===== src/rtl/rx_stat_pkg.sv =====
package rx_stat_pkg;
    localparam int CNT_W = 4;

    typedef struct packed {
        logic             setup;
        logic             toggle;
        logic             last;
        logic [CNT_W-1:0] count;
    } rx_stat_t;

    typedef enum logic [1:0] {
        ST_EMPTY = 2'd0,
        ST_ONE   = 2'd1,
        ST_TWO   = 2'd2
    } hold_state_t;
endpackage


===== src/rtl/rx_stat_slot.sv =====
module rx_stat_slot
    import rx_stat_pkg::*;
(
    input  logic     clk,
    input  logic     rst_n,
    input  logic     load,
    input  rx_stat_t din,
    output rx_stat_t dout
);
    always_ff @(posedge clk) begin
        if (!rst_n)
            dout <= '0;
        else if (load)
            dout <= din;
    end
endmodule


===== src/rtl/rx_stat_ctrl.sv =====
module rx_stat_ctrl
    import rx_stat_pkg::*;
(
    input  logic        clk,
    input  logic        rst_n,
    input  logic        ev,
    input  logic        rd,
    output hold_state_t state,
    output logic        ld_front,
    output logic        ld_back,
    output logic        shift,
    output logic        ovf
);
    hold_state_t nxt;
    logic        ovf_set;

    always_ff @(posedge clk) begin
        if (!rst_n) begin
            state <= ST_EMPTY;
            ovf   <= 1'b0;
        end else begin
            state <= nxt;
            if (ovf_set)
                ovf <= 1'b1;
        end
    end

    always_comb begin
        nxt      = state;
        ld_front = 1'b0;
        ld_back  = 1'b0;
        shift    = 1'b0;
        ovf_set  = 1'b0;
        unique case (state)
            ST_EMPTY: begin
                if (ev) begin
                    ld_front = 1'b1;
                    nxt      = ST_ONE;
                end
            end
            ST_ONE: begin
                if (rd && ev) begin
                    ld_front = 1'b1;
                end else if (rd) begin
                    nxt = ST_EMPTY;
                end else if (ev) begin
                    ld_back = 1'b1;
                    nxt     = ST_TWO;
                end
            end
            ST_TWO: begin
                if (rd) begin
                    ld_front = 1'b1;
                    shift    = 1'b1;
                    if (ev)
                        ld_back = 1'b1;
                    else
                        nxt = ST_ONE;
                end else if (ev) begin
                    ld_back = 1'b1;
                    ovf_set = 1'b1;
                end
            end
            default: nxt = ST_EMPTY;
        endcase
    end

    p_ovf_set_r8: assert property (@(posedge clk) disable iff (!rst_n)
        (state == ST_TWO && ev && !rd) |=> (ovf && state == ST_TWO));
    p_ovf_sticky_r8: assert property (@(posedge clk) disable iff (!rst_n)
        ovf |=> ovf);
    p_empty_read_r7: assert property (@(posedge clk) disable iff (!rst_n)
        (state == ST_EMPTY && rd && !ev) |=> (state == ST_EMPTY));
endmodule


===== src/rtl/rx_stat_dbuf.sv =====
module rx_stat_dbuf
    import rx_stat_pkg::*;
#(
    parameter int MAX_CNT = 8
) (
    input  logic             clk,
    input  logic             rst_n,
    input  logic             pkt_end,
    input  logic             pkt_setup,
    input  logic             pkt_toggle,
    input  logic             pkt_last,
    input  logic [CNT_W-1:0] fifo_level,
    input  logic             rd_stb,
    output logic [7:0]       stat_word,
    output logic             ovf_seen
);
    localparam logic [CNT_W-1:0] CAP = CNT_W'(MAX_CNT);

    hold_state_t      state;
    logic             ld_front, ld_back, shift;
    logic [CNT_W-1:0] lvl_sat;
    rx_stat_t         incoming;
    rx_stat_t         slot_din [2];
    rx_stat_t         slot_q   [2];
    logic [1:0]       slot_ld;

    assign lvl_sat  = (fifo_level > CAP) ? CAP : fifo_level;
    assign incoming = '{setup: pkt_setup, toggle: pkt_toggle,
                        last: pkt_last, count: lvl_sat};

    assign slot_din[0] = shift ? slot_q[1] : incoming;
    assign slot_din[1] = incoming;
    assign slot_ld     = {ld_back, ld_front};

    rx_stat_ctrl u_ctrl (
        .clk      (clk),
        .rst_n    (rst_n),
        .ev       (pkt_end),
        .rd       (rd_stb),
        .state    (state),
        .ld_front (ld_front),
        .ld_back  (ld_back),
        .shift    (shift),
        .ovf      (ovf_seen)
    );

    for (genvar g = 0; g < 2; g++) begin : g_slot
        rx_stat_slot u_slot (
            .clk   (clk),
            .rst_n (rst_n),
            .load  (slot_ld[g]),
            .din   (slot_din[g]),
            .dout  (slot_q[g])
        );
    end

    always_comb begin
        stat_word = '0;
        unique case (state)
            ST_EMPTY: stat_word[3:0] = lvl_sat;
            ST_ONE:   stat_word = {1'b0, slot_q[0].setup, slot_q[0].toggle,
                                   slot_q[0].last, lvl_sat};
            ST_TWO:   stat_word = {1'b0, slot_q[0].setup, slot_q[0].toggle,
                                   slot_q[0].last, slot_q[0].count};
            default:  stat_word = '0;
        endcase
    end

    p_count_cap_r2: assert property (@(posedge clk) disable iff (!rst_n)
        stat_word[3:0] <= CAP);
    p_clear_on_read_r3: assert property (@(posedge clk) disable iff (!rst_n)
        (state == ST_ONE && rd_stb && !pkt_end) |=> (stat_word[6:4] == 3'b000));
    p_advance_r5: assert property (@(posedge clk) disable iff (!rst_n)
        (state == ST_TWO && rd_stb && !pkt_end) |=>
        (stat_word[6:4] == {$past(slot_q[1].setup), $past(slot_q[1].toggle),
                            $past(slot_q[1].last)}));
    p_front_kept_r8: assert property (@(posedge clk) disable iff (!rst_n)
        (state == ST_TWO && pkt_end && !rd_stb) |=> $stable(stat_word));
    p_load_r9: assert property (@(posedge clk) disable iff (!rst_n)
        (state == ST_EMPTY && pkt_end) |=>
        (stat_word[6:4] == {$past(pkt_setup), $past(pkt_toggle), $past(pkt_last)}));
endmodule


===== config.mk =====
export PLATFORM = sky130hd
export DESIGN_NAME = rx_stat_dbuf
export DESIGN_NICKNAME = d
export VERILOG_FILES = /design/src/rtl/rx_stat_pkg.sv /design/src/rtl/rx_stat_slot.sv /design/src/rtl/rx_stat_ctrl.sv /design/src/rtl/rx_stat_dbuf.sv
export SDC_FILE = /design/constraint.sdc
export NUM_CORES = 1
export LEC_CHECK = 0
export CAP_MARGIN = 0
export CORE_MARGIN = 10
export CORE_UTILIZATION = 50
export CTS_CLUSTER_SIZE = 10
export DETAILED_ROUTE_END_ITERATION = 8
export PLACE_DENSITY_LB_ADDON = 0.12
export SYNTH_ARGS = -nofsm -noshare
export SYNTH_HDL_FRONTEND = slang
export SYNTH_SLANG_ARGS = --single-unit

===== constraint.sdc =====
create_clock -name clk -period 1.8 [get_ports clk]
set_input_delay 0.18 -clock clk [delete_from_list [all_inputs] [get_ports clk]]
set_output_delay 0.18 -clock clk [all_outputs]
set_load 0.005 [all_outputs]

==> run_results.csv <==
group,metric,value,unit
final_layout,drive_gt1_share,25.4,%
placement,io_buffers,18,
synthesis,synth_edf_count,0,
route,final_antenna_net_count,0,
final_layout,nNetsFinal,158,
status,status,"finished clean",
synthesis,ys_types,28,
placement,postPlaceCellArea,0.00129,mm^2
floorplan,rows,16,
global_route,grt_pass1_vias,908,
synthesis,ys_async_sr_fraction,0,%
critical_path,cp-end-kind,"output pin",
timing,whs,479,ps
critical_path,worst_setup_path_start_kind,"flop",
global_route,grt_pass1_wl,4090,um
timing,setup_viol,0,
timing,drv_slew,0,
synthesis,synth.avg_cell_area,9.02,um^2
clock_network,cts_root_buf,"clkbuf_4",
synthesis,dominantRegCellSynth,"dfxtp_1",
clock_network,clk_path_buf_depth,2,
critical_path,cp_top_family,"buffers and inverters",
final_layout,fin_area,0.00137,mm^2
synthesis,synth_fp_nets,126,
global_route,grt_max_degree,15,
job,drv_cap,0,
route,drt-initial-drc-count,22,
synthesis,syn_area,0.00100,mm^2
clock_network,path_clk_slew,80,ps
power_and_ir_drop,powerDensity,862,mW/mm^2
critical_path,worstSetupPathType,"reg -> out",
synthesis,ys_ff_latch,17,
clock_network,cts_sinks,17,
synthesis,synth_warnings,0,
clock_network,h-tree-depth,1,
clock_network,cts_buffers,3,
final_layout,post-route-util,70.4,%
floorplan,start_util,51.5,%
clock_network,cts_tree,"done",
timing,hold_viol,0,
critical_path,crit_required,1620,ps
synthesis,seq_area_frac_synth,34.0,%
timing,fmax,568,MHz
critical_path,critPathBufInv,2,
route,wl_met3,133,um
placement,hpwl,1970,um
critical_path,cp_max_fo,4,
route,wl_met2,1300,um
global_route,groute.usage.overall,12.1,%
floorplan,dieHeight,64.7,um
route,wirelength,2530,um
power_and_ir_drop,vdd_drop_max,0.000648,V
floorplan,dieArea,0.00419,mm^2
critical_path,cpPeakStageDelay,490,ps
synthesis,syn_inst,111,
critical_path,worstPathCellList,"inv_2 -> ha_4 -> and2_1 -> clkdlybuf4s50_1",
route,routed_via_density,5.33,
final_layout,diodes,0,
floorplan,ioPinCount,20,
critical_path,cp_slowest_cell,"clkdlybuf4s50_1",
route,firstDrtPassIters,6,
timing,fin_worst_skew,8.69,ps
power_and_ir_drop,leakagePower,0.672,nW
route,drc,0,
route,wl_per_cell,15.0,um
min_path,hp-class,"reg -> reg",
floorplan,fp.coreArea,0.00194,mm^2
timing,period_minus_slack,1760,ps
global_route,antenna_found_initial,0,
route,highest_layer,"met4",
clock_network,insertion_delay,280,ps
timing,finalSetupTns,0,ps
clock_network,cts_hold_buf,0,
final_layout,area.growth.synth_to_final,36.5,%
route,met1_length,1050,um
critical_path,arrival,1580,ps
route,vias,900,
placement,globalplace.congestion,0.774,
timing,finalCritPeriodShare,97.8,%
floorplan,dieWidth,64.7,um
global_route,overflow,0,
[cell families (layout without fill, tap and decap cells)]
logic type,count (synthesis),after routing,share of synthesized area (%)
other,1,1,0.375
AOI/OAI and AO/OA,19,19,18.6
adders and majority gates,4,4,5.00
DFF,17,17,34.0
and+or+nand+nor,53,53,28.5
buffers and inverters,9,40,5.50
muxes,8,8,8.00
[registers in the layout, indices dropped and copies added, names as in the netlist]
name / count
u_ctrl.ovf: 1
g_slot.u_slot.dout: 14
u_ctrl.state: 2
[Yosys cell counts, types with 2 or more instances]
library cell	number	area share, %
inv_1	2	0.75
o21ai_0	2	1.0
ha_1	4	5.0
a22oi_1	4	3.0
nand2_1	10	3.8
buf_4	3	2.2
o211a_1	7	7.0
nor2_1	7	2.6
nor2b_1	14	8.7
mux2i_1	8	8.0
buf_2	2	1.0
nand3_2	3	3.0
dfxtp_1	17	34
nand3_1	12	6.0
and2_1	3	1.9
[report_power, final]
| part | internal [mW] | total (mW) | leakage [nW] | switching (mW) |
|---|---|---|---|---|
| registers | 0.426 | 0.456 | 0.140 | 0.0300 |
| logic | 0.282 | 0.528 | 0.517 | 0.246 |
| clock network | 0.0860 | 0.193 | 0.0150 | 0.107 |
[layout by cell type, fill, tap and decap left out, types with 2 or more instances in the layout]
cell	synthesis	layout
dfxtp_1	17	15
nor2b_1	14	14
buf_4	3	14
nand3_1	12	12
clkdlybuf4s50_1	0	12
nand2_1	10	10
mux2i_1	8	8
nor2_1	7	7
o211a_1	7	7
and2_1	3	3
nand3_2	3	3
clkbuf_4	0	3
clkdlybuf4s15_1	0	3
inv_2	0	2
a22oi_2	0	2
a22oi_1	4	2
o21ai_0	2	2
ha_2	0	2
dlymetal6s2s_1	0	2
dfxtp_2	0	2
[layer usage]
metal,track usage (%),vias up
li1,-,445
met2,21.1,28
met4,5.35,0
met3,3.61,6
met1,13.3,421
met5,0,-
[final timing paths]
kind,start,slack (ps),depth (start not counted),to
max,u_ctrl.state[0],40,4,stat_word[6]
min,u_ctrl.ovf,480,1,u_ctrl.ovf
max reg2reg,u_ctrl.state[1],150,7,u_ctrl.state[0]
min reg2reg,u_ctrl.ovf,480,1,u_ctrl.ovf
[through the flow]
step                power, mW  instances  worst slack, ps
floorplan               0.743        111              333
global placement        0.932        164             41.9
detailed placement      0.948        164            -1.23
CTS                      1.17        169             19.5
global route             1.25        169            -9.14
finish                   1.18        169             40.2
[final cells by class]
type | instances | area [um^2]
multi-input cells | 85 | 636
fillers | 175 | 576
flip-flops and latches | 17 | 343
repair buffers | 34 | 320
well taps | 27 | 33.8
clock buffers | 4 | 26.3
inverters | 2 | 7.51
[repair_timing]
action / CTS / global route
setup endpoints to repair: 7 / 13
cloned: 0 / 0
setup buffers: 1 / 0
gates resized for setup: 12 / 9
pin swaps: 2 / 0
Note: power is estimated with default switching activity, not from simulation.
